[src/rtl/csr_envcfg_pkg.sv]
// Package: shared constants, field positions, masks and types for the
// envcfg access guard. Assumes a 64-bit storage width for all registers.
package csr_envcfg_pkg;

    localparam int DW         = 64;
    localparam int HALF_W     = DW / 2;

    // state-enable word field positions
    localparam int STATEN_BIT = 63;
    localparam int GATE_BIT   = 62;

    // envcfg field positions
    localparam int FIOM_BIT   = 0;
    localparam int CBIE_LO    = 4;
    localparam int CBCFE_BIT  = 6;
    localparam int CBZE_BIT   = 7;
    localparam int PBMTE_BIT  = 62;
    localparam int STCE_BIT   = 63;

    localparam logic [DW-1:0] ENV_LO_MASK = (DW'(1) << FIOM_BIT) | (DW'(3) << CBIE_LO)
                                          | (DW'(1) << CBCFE_BIT) | (DW'(1) << CBZE_BIT);
    localparam logic [DW-1:0] ENV_HI_MASK = (DW'(1) << PBMTE_BIT) | (DW'(1) << STCE_BIT);
    localparam logic [DW-1:0] UPPER_STE_MASK = (DW'(1) << STATEN_BIT) | (DW'(1) << GATE_BIT);
    localparam logic [DW-1:0] SUP_STE_MASK   = DW'(1) << GATE_BIT;

    // privilege encodings
    localparam logic [1:0] PRIV_U = 2'b00;
    localparam logic [1:0] PRIV_S = 2'b01;
    localparam logic [1:0] PRIV_M = 2'b11;

    // exception encodings
    localparam logic [1:0] EXC_NONE    = 2'b00;
    localparam logic [1:0] EXC_ILLEGAL = 2'b01;
    localparam logic [1:0] EXC_VIRTUAL = 2'b10;

    // CSR addresses served here
    localparam logic [11:0] A_SENVCFG   = 12'h10A;
    localparam logic [11:0] A_SSTATEEN0 = 12'h10C;
    localparam logic [11:0] A_MSTATEEN0 = 12'h30C;
    localparam logic [11:0] A_HENVCFG   = 12'h60A;
    localparam logic [11:0] A_HSTATEEN0 = 12'h60C;
    localparam logic [11:0] A_HENVCFGH  = 12'h61A;

    typedef struct packed {
        logic senv;
        logic henv;
        logic henvh;
        logic mste;
        logic hste;
        logic sste;
    } csr_sel_t;

    function automatic logic [DW-1:0] masked_merge(input logic [DW-1:0] old_v,
                                                   input logic [DW-1:0] new_v,
                                                   input logic [DW-1:0] mask);
        return (old_v & ~mask) | (new_v & mask);
    endfunction

endpackage

[src/rtl/envcfg_csr_decode.sv]
// Module: address decode. Produces one-hot select of the register addressed
// and whether it lies in the gated envcfg group. Assumes 12-bit addresses;
// the upper-half alias exists only when XLEN is 32.
module envcfg_csr_decode
    import csr_envcfg_pkg::*;
#(
    parameter int ADDR_W = 12
) (
    input  logic [ADDR_W-1:0] addr,
    input  logic              is_rv32,
    output csr_sel_t          sel,
    output logic              env_hit,
    output logic              any_hit
);

    // compare the address against every served register
    always_comb begin
        sel.senv  = (addr == ADDR_W'(A_SENVCFG));
        sel.henv  = (addr == ADDR_W'(A_HENVCFG));
        sel.henvh = (addr == ADDR_W'(A_HENVCFGH)) && is_rv32;
        sel.mste  = (addr == ADDR_W'(A_MSTATEEN0));
        sel.hste  = (addr == ADDR_W'(A_HSTATEEN0));
        sel.sste  = (addr == ADDR_W'(A_SSTATEEN0));
        env_hit   = sel.senv | sel.henv | sel.henvh;
        any_hit   = |sel;
    end

endmodule

[src/rtl/envcfg_gate_check.sv]
// Module: layered permission check for envcfg accesses. Machine layer first,
// then the hypervisor layer when virtualized, then the supervisor layer for
// user mode when supervisor mode exists. Purely combinational.
module envcfg_gate_check
    import csr_envcfg_pkg::*;
(
    input  logic       check,
    input  logic       gate_en,
    input  logic       has_smode,
    input  logic [1:0] priv,
    input  logic       virt,
    input  logic       m_gate,
    input  logic       h_gate,
    input  logic       s_gate,
    output logic [1:0] exc
);

    // walk the layers in priority order
    always_comb begin
        exc = EXC_NONE;
        if (check && gate_en && priv != PRIV_M) begin
            if (!m_gate) begin
                exc = EXC_ILLEGAL;
            end else if (virt && !h_gate) begin
                exc = EXC_VIRTUAL;
            end else if (priv == PRIV_U && has_smode && !s_gate) begin
                exc = virt ? EXC_VIRTUAL : EXC_ILLEGAL;
            end
        end
    end

endmodule

[src/rtl/envcfg_regs.sv]
// Module: storage for the three state-enable words and the two envcfg
// registers, with field-masked writes. Assumes wr_en is already qualified
// by the permission check and that sel is one-hot or zero.
module envcfg_regs
    import csr_envcfg_pkg::*;
(
    input  logic          clk,
    input  logic          rst_n,
    input  csr_sel_t      sel,
    input  logic          wr_en,
    input  logic          is_rv32,
    input  logic [DW-1:0] wdata,
    output logic [DW-1:0] mste_q,
    output logic [DW-1:0] hste_q,
    output logic [DW-1:0] sste_q,
    output logic [DW-1:0] senv_q,
    output logic [DW-1:0] henv_q
);

    localparam int N_UPPER = 2;

    logic [N_UPPER-1:0]         upper_sel;
    logic [N_UPPER-1:0][DW-1:0] upper_q;
    logic [DW-1:0]              henv_mask;

    assign upper_sel = {sel.hste, sel.mste};
    assign henv_mask = is_rv32 ? ENV_LO_MASK : (ENV_LO_MASK | ENV_HI_MASK);

    // machine and hypervisor state-enable words share one write rule
    for (genvar g = 0; g < N_UPPER; g++) begin : g_upper
        // masked update of one upper-level state-enable word
        always_ff @(posedge clk) begin
            if (!rst_n) begin
                upper_q[g] <= '0;
            end else if (wr_en && upper_sel[g]) begin
                upper_q[g] <= wdata & UPPER_STE_MASK;
            end
        end
    end

    assign mste_q = upper_q[0];
    assign hste_q = upper_q[1];

    // supervisor state-enable word: gate bit only
    always_ff @(posedge clk) begin
        if (!rst_n) begin
            sste_q <= '0;
        end else if (wr_en && sel.sste) begin
            sste_q <= wdata & SUP_STE_MASK;
        end
    end

    // supervisor envcfg: low fields only
    always_ff @(posedge clk) begin
        if (!rst_n) begin
            senv_q <= '0;
        end else if (wr_en && sel.senv) begin
            senv_q <= masked_merge(senv_q, wdata, ENV_LO_MASK);
        end
    end

    // hypervisor envcfg: full-word or upper-half alias write
    always_ff @(posedge clk) begin
        if (!rst_n) begin
            henv_q <= '0;
        end else if (wr_en && sel.henv) begin
            henv_q <= masked_merge(henv_q, wdata, henv_mask);
        end else if (wr_en && sel.henvh) begin
            henv_q <= masked_merge(henv_q, {wdata[HALF_W-1:0], {HALF_W{1'b0}}}, ENV_HI_MASK);
        end
    end

endmodule

[src/rtl/csr_envcfg_guard.sv]
// Module: top of the envcfg access guard. Decodes the address, runs the
// layered check, gates the register write and muxes read data. Outputs
// are combinational on the request; writes land on the next clock edge.
module csr_envcfg_guard
    import csr_envcfg_pkg::*;
#(
    parameter int ADDR_W = 12
) (
    input  logic              clk,
    input  logic              rst_n,
    input  logic              cfg_stateen_en,
    input  logic              cfg_has_smode,
    input  logic              cfg_rv32,
    input  logic [1:0]        priv_mode,
    input  logic              virt_on,
    input  logic [ADDR_W-1:0] csr_addr,
    input  logic              csr_rd,
    input  logic              csr_wr,
    input  logic [63:0]       csr_wdata,
    output logic [63:0]       rd_data,
    output logic              grant,
    output logic [1:0]        exc_code
);

    csr_sel_t      sel;
    logic          env_hit;
    logic          any_hit;
    logic          access;
    logic [1:0]    exc;
    logic [DW-1:0] mste_q, hste_q, sste_q, senv_q, henv_q;
    logic [DW-1:0] rd_mux;

    assign access = csr_rd | csr_wr;

    envcfg_csr_decode #(.ADDR_W(ADDR_W)) i_dec (
        .addr    (csr_addr),
        .is_rv32 (cfg_rv32),
        .sel     (sel),
        .env_hit (env_hit),
        .any_hit (any_hit)
    );

    envcfg_gate_check i_chk_gate (
        .check     (access & env_hit),
        .gate_en   (cfg_stateen_en),
        .has_smode (cfg_has_smode),
        .priv      (priv_mode),
        .virt      (virt_on),
        .m_gate    (mste_q[GATE_BIT]),
        .h_gate    (hste_q[GATE_BIT]),
        .s_gate    (sste_q[GATE_BIT]),
        .exc       (exc)
    );

    assign grant    = access & any_hit & (exc == EXC_NONE);
    assign exc_code = exc;

    envcfg_regs i_regs (
        .clk     (clk),
        .rst_n   (rst_n),
        .sel     (sel),
        .wr_en   (grant & csr_wr),
        .is_rv32 (cfg_rv32),
        .wdata   (csr_wdata),
        .mste_q  (mste_q),
        .hste_q  (hste_q),
        .sste_q  (sste_q),
        .senv_q  (senv_q),
        .henv_q  (henv_q)
    );

    // select the addressed register, narrowing henvcfg on RV32
    always_comb begin
        rd_mux = '0;
        if (sel.senv)  rd_mux = senv_q;
        if (sel.henv)  rd_mux = cfg_rv32 ? {{HALF_W{1'b0}}, henv_q[HALF_W-1:0]} : henv_q;
        if (sel.henvh) rd_mux = {{HALF_W{1'b0}}, henv_q[DW-1:HALF_W]};
        if (sel.mste)  rd_mux = mste_q;
        if (sel.hste)  rd_mux = hste_q;
        if (sel.sste)  rd_mux = sste_q;
    end

    assign rd_data = grant ? rd_mux : '0;

endmodule

[config.mk]
export PLATFORM = sky130hd
export DESIGN_NAME = csr_envcfg_guard
export DESIGN_NICKNAME = d
export VERILOG_FILES = /design/src/rtl/csr_envcfg_pkg.sv /design/src/rtl/envcfg_csr_decode.sv /design/src/rtl/envcfg_gate_check.sv /design/src/rtl/envcfg_regs.sv /design/src/rtl/csr_envcfg_guard.sv
export SDC_FILE = /design/constraint.sdc
export NUM_CORES = 1
export LEC_CHECK = 0
export ABC_AREA = 0
export BUFFER_PORTS_ARGS = -buffer_cell sky130_fd_sc_hd__buf_2
export CORE_MARGIN = 2
export CORE_UTILIZATION = 33
export CTS_BUF_LIST = sky130_fd_sc_hd__clkbuf_8
export DETAILED_ROUTE_END_ITERATION = 7
export PLACE_DENSITY = 0.8
export SLEW_MARGIN = 20
export SYNTH_ARGS = -nofsm -noshare
export SYNTH_HDL_FRONTEND = slang
export SYNTH_SLANG_ARGS = --single-unit
[constraint.sdc]
create_clock -name clk -period 2.15 [get_ports clk]
set_input_delay 0.1075 -clock clk [delete_from_list [all_inputs] [get_ports clk]]
set_output_delay 0.1075 -clock clk [all_outputs]
set_load 0.02 [all_outputs]
# ---- Word-level counts from Yosys, hierarchy flattened
# Index checks and enable logic that the tools add are counted.
dict set report classes {
  n_bitwise 13
  muxes 16
  n_eq_ne 7
  n_reduce_logical 18
}
# cell count
set op_table {}
lappend op_table {{64-bit 2-to-1 mux} 11}
lappend op_table {{64-bit AND} 2}
lappend op_table {{64-bit inverter} 1}
lappend op_table {{62-bit by 64-bit bitwise OR with 64-bit output} 1}
lappend op_table {{64-bit bitwise OR} 1}
lappend op_table {{64-bit by 8-bit bitwise OR with 64-bit output} 1}
lappend op_table {{12-bit by 11-bit == test with 1-bit output, second input constant} 3}
lappend op_table {{12-bit by 9-bit == test with 1-bit output, second input constant} 2}
lappend op_table {{12-bit by 10-bit == test with 1-bit output, second input constant} 1}
lappend op_table {{1-bit logical AND} 12}
lappend op_table {{2-bit 2-to-1 mux} 5}
lappend op_table {{6-bit OR reduction} 1}
lappend op_table {{1-bit AND} 4}
lappend op_table {{2-bit logical NOT} 2}
lappend op_table {{1-bit bitwise OR} 3}
lappend op_table {{1-bit logical NOT} 2}
lappend op_table {{2-bit inequality test, second input constant} 1}
lappend op_table {{2-bit nonzero test} 1}
dict set report word_totals {
  input_bits 86
  word_cells 59
  register_bits 133
  output_inout_bits 67
}

# ---- Longest topological paths before layout
# Gate-level depths: netlist of run 1.
dict set report depth {
  word_depth 13
  depth_mapped 7
  mapped_depth_nobuf 6
}

# ---- Hierarchy
# From an unflattened synthesis of run 1, not the netlist that was laid out.
dict set report hier_totals {
  cells_unflattened 850
  area_unflattened_um2 5943.2
}
# module cells_each area_per_inst_um2 n_inst seq_area_each_um2
set by_module_without_submodules {}
lappend by_module_without_submodules {envcfg_regs 387 2989.1 1 340.3}
lappend by_module_without_submodules {csr_envcfg_guard 433 2728.9 1 0.0}
lappend by_module_without_submodules {envcfg_csr_decode 23 183.9 1 0.0}
lappend by_module_without_submodules {envcfg_gate_check 7 41.3 1 0.0}

# ---- Worst setup path before layout of run 1
# No wires, ideal clock.
dict set report synth_path {
  path_kind {register to output}
  start {register i_regs.sste_q[62]}
  end {output rd_data[30]}
  t_arrival_ns 1.793
  required_time_ns 2.043
  slack_ns 0.250
  path_stages_with_launch 7
  path_buffers 0
  cell_sequence {dfxtp_1 -> or4b_4 -> a311oi_4 -> o31ai_4 -> o21ai_2 -> inv_2 -> and3_1}
}
dict set report synth_via {
  elab_chain_cells 9
}
# element line
set synth_lines {}
lappend synth_lines {{from (decl)} envcfg_regs.sv:15} ;# output logic [DW-1:0] sste_q,
lappend synth_lines {{from (signal assigned)} envcfg_regs.sv:49} ;# sste_q <= wdata & SUP_STE_MASK;
lappend synth_lines {{1-bit logical NOT} envcfg_gate_check.sv:26} ;# end else if (priv == PRIV_U && has_smode && !s_gate) begin
lappend synth_lines {{1-bit logical AND} envcfg_gate_check.sv:26}
lappend synth_lines {{2-bit 2-to-1 mux} envcfg_gate_check.sv:26}
lappend synth_lines {{2-bit 2-to-1 mux} envcfg_gate_check.sv:24} ;# end else if (virt && !h_gate) begin
lappend synth_lines {{2-bit 2-to-1 mux} envcfg_gate_check.sv:22} ;# if (!m_gate) begin
lappend synth_lines {{2-bit 2-to-1 mux} envcfg_gate_check.sv:21} ;# if (check && gate_en && priv != PRIV_M) begin
lappend synth_lines {{2-bit logical NOT} csr_envcfg_guard.sv:55} ;# assign grant = access & any_hit & (exc == EXC_NONE);
lappend synth_lines {{1-bit AND} csr_envcfg_guard.sv:55}
lappend synth_lines {{via grant} csr_envcfg_guard.sv:21} ;# output logic grant,
lappend synth_lines {{64-bit 2-to-1 mux} csr_envcfg_guard.sv:83} ;# assign rd_data = grant ? rd_mux : '0;
lappend synth_lines {{to (decl)} csr_envcfg_guard.sv:20} ;# output logic [63:0] rd_data,
# The timed path passes the listed nets, and every way through them passes these cells.

# ---- Worst setup path in the final report of run 1
dict set report layout_path {
  start {register i_regs.sste_q[62]}
  end {output rd_data[31]}
}
dict set report layout_via {
  elab_chain_cells 9
}
# element line
set layout_lines {}
lappend layout_lines {{1-bit logical NOT} envcfg_gate_check.sv:26}
lappend layout_lines {{1-bit logical AND} envcfg_gate_check.sv:26}
lappend layout_lines {{2-bit 2-to-1 mux} envcfg_gate_check.sv:26}
lappend layout_lines {{2-bit 2-to-1 mux} envcfg_gate_check.sv:24}
lappend layout_lines {{2-bit 2-to-1 mux} envcfg_gate_check.sv:22}
lappend layout_lines {{2-bit 2-to-1 mux} envcfg_gate_check.sv:21}
lappend layout_lines {{2-bit logical NOT} csr_envcfg_guard.sv:55}
lappend layout_lines {{1-bit AND} csr_envcfg_guard.sv:55}
lappend layout_lines {{64-bit 2-to-1 mux} csr_envcfg_guard.sv:83}
# No other way between the ends.

==> results.txt, run 1 <==
Hold Crit Class - input port to register
Placer Congestion - 0.871
Clock-pin slew on the worst setup and hold paths - 70 ps
CTS root buffer - clkbuf_8
Sw Ratio - 34.3%
Grt total ovfl - 0
NetSw - 0.000256 W
Power density over the cells - 396 nW/um^2
Dominant cells by area after synthesis - buf_4, dfxtp_1, mux2i_1, nand2_1, nor4_4
Slowest cell on the critical path - or4b_4
Final Max Slew Viols - 0
Initial DRC Count - 59
Asr flop ratio synth - 0%
Skew-Pair Late Insertion Delay - 250 ps
Crit. End Element - output port
Depth of the CTS H-tree - 1
Final setup fails - 3
Final hold violations - 0
Fin area - 1890 sq um
First-pass GRT wire length - 5880 um
Flip-flop and latch count after synthesis - 17
CP cell instances - or4b_4, a311oi_4, o31ai_4, o21ai_2, inv_2, and3_4, buf_6
Crit path arrival time - 2040 ps
Multi-input gate area - 1080 sq um
Post-synth top area cell - buf_4
CTS buffer count - 3
Max cap viols - 0
Drt total wl - 3730 um
Combinational share of power - 25.4%
Final period util - 100%
Main synth FF type - dfxtp_1
IO Count - 153
Initial cell density of the core - 34.7%
Average wire per standard cell - 11.7 um
Vias - 1432
Placed cell area - 1740 sq um
Post-Synthesis Cells - 200
Sequential Power Share - 42.1%
Syn-to-layout area delta - 13.7%
Crit path time final - 2150 ps
Max stage delay on crit path - 510 ps
DP Cell Count - 307
CTS tree - done
Register area - 342 sq um
Pint - 0.000491 W
RSZ-0062 raised after global routing - yes
Skew final - 4.66 ps
Dpl hpwl - 2980 um
Slew @ Worst Pin - 628 ps
Min setup slack post-route - -1.39 ps
Clock group share of total power - 32.4%
Ys Warns - 0
Syn avg cell area - 8.30 sq um
Vias in the first global route - 1261
Unique masters post-synth - 47
GR Util All Layers - 13.4%
Cell Area, Synth - 1660 sq um
Drt drc - 0
Fin util - 39.5%
Clock Tree Buf Depth - 2
Clock Sinks - 17
Post-synth EDFFs - 0
Register area share after synthesis - 20.5%
Peak supply drop - 289 uV
Port Buffers - 42
1st-pass router iterations - 4
Total Nets Final - 338
Core Region - 4790 sq um
Die area - 5610 sq um
Worst-path fanout max - 3
Ant. Diodes - 0
FILL cells - 513
Die X - 74.9 um
Fmax - 465 MHz
Initial antenna violation count - 0
Min Hold Slack - 120 ps
Fin cells - 318
Vias/cell - 4.50
Layout cells sized above 1 - 29.1%
Status - finished with violations
Leak pwr - 0.857 nW
Chip height - 74.9 um
Failing checks - negative setup slack
Critical path startpoint category - register
Synth top area share - 25.3%
DRT antenna net count - 0
Req. time, crit path - 2040 ps
Crit path kind - register to output port
Row count - 25
Largest net degree at the start of global routing - 24
Relative slew slack - 57.6%
[per-stage QoR]
| step | TNS [ps] | worst slack, ps | total power [W] |
|---|---|---|---|
| finish | -2.85 | -1.39 | 0.000747 |
| global route | -376 | -56.5 | 0.000786 |
| CTS | -88.3 | -28.7 | 0.000750 |
| detailed placement | 0 | 84.6 | 0.000502 |
| global placement | 0 | 66.5 | 0.000500 |
| floorplan | 0 | 250 | 0.000533 |
[synth_stat cells, types with 3 or more instances]
library cell	n
a21oi_1	4
a22oi_1	5
and2_1	5
buf_4	56
dfxtp_1	17
mux2i_1	14
nand2_1	22
nand3_1	4
nand4_1	4
nor2_1	8
nor2b_1	5
nor3_1	3
nor4_1	3
nor4bb_1	4
[cell type report]
cell class | instances | share of cell area, %
inverter | 3 | 0.596
clock inverter | 1 | 0.265
tap | 67 | 4.44
sequential | 17 | 18.1
timing repair buffer | 54 | 17.4
clock buffer | 3 | 2.19
multi-input combinational | 173 | 57.1
[per-layer routing]
metal	wire [um]	vias up	GRT usage (%)	part of all wire [%]
met5	0	-	0	0
met3	388	4	3.48	10
met2	1820	76	23.7	49
met1	1490	652	16.6	40
li1	-	700	-	-
met4	29	0	2.38	0.78
[final timing paths]
kind	startpoint	end	slack (ps)	depth (start not counted)
worst max-delay path	i_regs.sste_q[62]	rd_data[31]	-1	7
worst min-delay path	csr_wdata[5]	i_regs.senv_q[5]	120	3
worst max register to register	i_regs.sste_q[62]	i_regs.senv_q[0]	40	7
worst min register to register	i_regs.senv_q[7]	i_regs.senv_q[7]	470	2
[power groups by stage]
stage | Combinational (W) | Sequential (W) | Clock (W)
floorplan | 0.000211 | 0.000322 | 0
finish | 0.000190 | 0.000315 | 0.000242
CTS | 0.000187 | 0.000315 | 0.000248
global route | 0.000208 | 0.000314 | 0.000264
global placement | 0.000178 | 0.000322 | 0
detailed placement | 0.000180 | 0.000322 | 0
[cells by family (layout without fill, tap and decap cells)]
| kind of cell | count (synthesis) | in the layout | share of synthesized area (%) |
|---|---|---|---|
| buf+inv | 64 | 61 | 27.8 |
| other cells | 1 | 55 | 0.226 |
| flops | 17 | 17 | 20.5 |
| mux | 14 | 14 | 8.44 |
| simple gates | 81 | 81 | 31.3 |
| compound gates | 22 | 22 | 11.2 |
| xor+xnor | 1 | 1 | 0.528 |
[worst max-delay path: cells and delay by family, from the launching register on]
kind	cells	cell delay, ps
compound gates	3	600
buf+inv	2	180
flops	1	320
simple gates	2	680
[timing repair]
| item | 4_1_cts | 5_1_grt |
|---|---|---|
| hold buffers | 0 | 0 |
| gates resized for setup | 10 | 3 |
| endpoints found under the setup margin | 10 | 14 |
| buffers inserted | 7 | 0 |
| pin swaps | 3 | 4 |
| gates cloned | 0 | 0 |
[cell usage in the layout (no fill, tap or decap), types with 2 or more instances in the layout]
cell	Yosys	layout
and4_1	2	2
nor4_4	2	2
nor4_1	3	3
and2_1	5	5
o22ai_1	2	2
buf_4	56	13
nand2_1	22	22
nor2_1	8	8
nor4b_1	2	2
buf_6	0	4
buf_2	2	37
a22oi_1	5	5
nand4bb_1	2	2
conb_1	1	55
inv_1	2	2
nor3b_1	2	2
nand4_1	4	4
nand2b_1	2	2
and3_4	0	2
o21ai_0	2	2
dfxtp_1	17	16
nor2b_1	5	5
mux2i_1	14	14
a21oi_1	4	4
nor4bb_1	4	4
a21boi_0	2	2
clkbuf_8	0	3
nand3_1	4	4
nor3_1	3	3
(Power assumes the default switching activity.)
==> run 2: changes to the inputs <==
Settings changed: CORE_UTILIZATION 33 to 57, PLACE_DENSITY 0.8 to 0.92, SYNTH_HIERARCHICAL set to 1.
==> run 2 against run 1 <==
- largest power group unchanged
- worst setup slack got worse by 270 ps
- the run still ends with negative setup slack left
- global-route usage increased by 14 points
- sequential share of layout area decreased by 13 points
- highest routed layer unchanged
==> results.txt, run 2 <==
Dominant cells by area after synthesis - buf_4, a221oi_1, dfxtp_1, nand2_1, a21oi_1
Peak supply drop - 151 uV (-48%)
Flip-flop and latch count after synthesis - 17 (unchanged)
CTS root buffer - clkbuf_8
Register area share after synthesis - 5.73% (-15 points)
Synth top area share - 39.3% (+14 points)
Chip height - 106 um (+42%)
Drt drc - 0 (unchanged)
Vias/cell - 5.26 (+17%)
Port Buffers - 97 (+130%)
Final setup fails - 81 (+78)
First-pass GRT wire length - 25600 um (+340%)
Post-synth EDFFs - 0 (unchanged)
Syn avg cell area - 6.99 sq um (-16%)
Depth of the CTS H-tree - 1 (unchanged)
Core Region - 10200 sq um (+110%)
Placer Congestion - 0.898 (+3.1%)
Tot Pwr - 0.000790 W (+5.8%)
Critical path startpoint category - input port
Syn-to-layout area delta - 12.9%
Min setup slack post-route - -272 ps (-271 ps)
Die X - 106 um (+42%)
Initial DRC Count - 419 (+610%)
Dpl hpwl - 10700 um (+260%)
Commonest non-fill, non-tap cell in the layout - conb_1
Status - finished with violations
IO Count - 153 (unchanged)
Failing checks - negative setup slack
Post-synth top area cell - buf_4
Initial cell density of the core - 58.1% (+23 points)
CTS tree - done
Post-Synthesis Cells - 850 (+330%)
Ys Warns - 6 (+6)
Clock-pin slew on the worst setup and hold paths - 70 ps (about the same)
Clock Tree Buf Depth - 2 (unchanged)
Drt total wl - 16600 um (+350%)
Layout cells sized above 1 - 32.0% (+2.9 points)
Hold Crit Class - input port to register
Power density over the cells - 118 nW/um^2 (-70%)
GR Util All Layers - 27.2% (+14 points)
RSZ-0062 raised after global routing - yes
CTS buffer count - 3 (unchanged)
Largest net degree at the start of global routing - 64 (+170%)
Most frequent cells in the layout - conb_1, buf_4, nand2_1, a221oi_1, buf_2
Unique masters post-synth - 48 (+2.1%)
Crit path kind - input port to output port
Req. time, crit path - 2040 ps (about the same)
Ant. Diodes - 0 (unchanged)
Fin area - 6710 sq um (+260%)
Final hold violations - 0 (unchanged)
Crit path arrival time - 2310 ps (+270 ps)
Clock Sinks - 17 (unchanged)
Row count - 37 (+48%)
Total Nets Final - 1052 (+210%)
Asr flop ratio synth - 0% (unchanged)
Fmax - 413 MHz (-11%)
Cell Area, Synth - 5940 sq um (+260%)
Worst-path fanout max - 7 (+4)
Final period util - 113% (+13 points)
Synth cell count leaders - buf_4, nand2_1, a21oi_1
Max cap viols - 0 (unchanged)
Initial antenna violation count - 0 (unchanged)
Final Max Slew Viols - 0 (unchanged)
DRT antenna net count - 0 (unchanged)
Skew final - 2.30 ps (-2.36 ps)
Die area - 11300 sq um (+100%)
Vias in the first global route - 5420 (+330%)
Crit. End Element - output port
1st-pass router iterations - 5 (+1)
Vias - 5794 (+300%)
Average wire per standard cell - 15.1 um (+29%)
Placed cell area - 5980 sq um (+240%)
Skew-Pair Late Insertion Delay - 270 ps (+20 ps)
Leak pwr - 2.89 nW (+240%)
Grt total ovfl - 0 (unchanged)
Crit path time final - 2420 ps (+271 ps)
Top-count cell post-synth - buf_4
Main synth FF type - dfxtp_1
-- run 2: cell types whose count changed in the layout (fill, tap and decap cells not counted), moves of 30 or more --
| cell | before | now |
|---|---|---|
| a211oi_2 | 0 | 30 |
| a221oi_1 | 0 | 55 |
| a21oi_1 | 4 | 38 |
| buf_4 | 13 | 102 |
| conb_1 | 55 | 303 |
| o22ai_1 | 2 | 32 |
| nand2_1 | 22 | 81 |
-- run 2: logic make-up (layout without fill, tap and decap cells) --
group           count (synthesis)  count (layout)  synth area share, %
buf+inv                       381             194                 45.6
flops                          17              17                 5.73
compound gates                275             275                 33.5
other cells                     1             303               0.0631
simple gates                  176             176                 15.2
-- run 2: final cells by class --
type / count / area (sq um)
Inverter: 13 / 53.8
Timing Repair Buffer: 177 / 1490
Clock buffer: 3 / 41.3
Clock inverter: 1 / 5.00
Fill cell: 829 / 3520
Tap cell: 136 / 170
Sequential cell: 17 / 342
Multi-Input combinational cell: 754 / 4610
-- run 2: final timing paths --
check / start / endpoint / slack [ps] / cells past startpoint
hold reg to reg: i_regs/henv_q[7] / i_regs/henv_q[7] / 460 / 2
setup / recovery: csr_addr[10] / rd_data[4] / -270 / 10
setup reg to reg: i_regs/sste_q[62] / register / -190 / 11
hold / removal: csr_wdata[5] / i_regs/henv_q[5] / 110 / 3
-- run 2: metrics by stage --
| step | hold slack [ps] | instances | setup WS, ps | setup TNS, ps | util, % |
|---|---|---|---|---|---|
| after floorplan | 251 | 1152 | -172 | -2630 | - |
| after global routing | 113 | 1101 | -304 | -14810 | 65.6 |
| after global placement | 373 | 1081 | -134 | -7460 | 58.5 |
| after CTS | 107 | 1094 | -111 | -4470 | 62.9 |
| after detailed placement | 385 | 1081 | -238 | -12990 | 58.5 |
| final | 110 | 1101 | -272 | -9690 | 65.6 |
-- run 2: critical path: stages --
cell	delay, ps
buf_2	120
buf_4	140
nor4b_4	270
buf_4	160
and3_1	240
nor2b_4	300
a221oi_1	150
or3_1	350
a21oi_1	250
buf_2	220
-- run 2: what timing repair did --
action,in CTS,in global routing
setup endpoints to repair,68,82
pin swaps,16,14
gates resized for setup,98,56
hold buffers,0,0
setup buffers,8,8
cloned,2,2
-- run 2: metal layers --
metal / GRT usage, % / routed length, um
met5: 0 / 0
met4: 10.2 / 704
met3: 2.70 / 1020
met2: 48.5 / 8200
met1: 33.7 / 6660
-- run 2: report_power, final --
group | internal (W) | leakage (nW) | switching (W)
registers | 0.000315 | 0.137 | 0.0000000000535
clock network | 0.000130 | 0.0255 | 0.000131
logic | 0.0000634 | 2.73 | 0.000152
total | 0.000508 | 2.89 | 0.000283
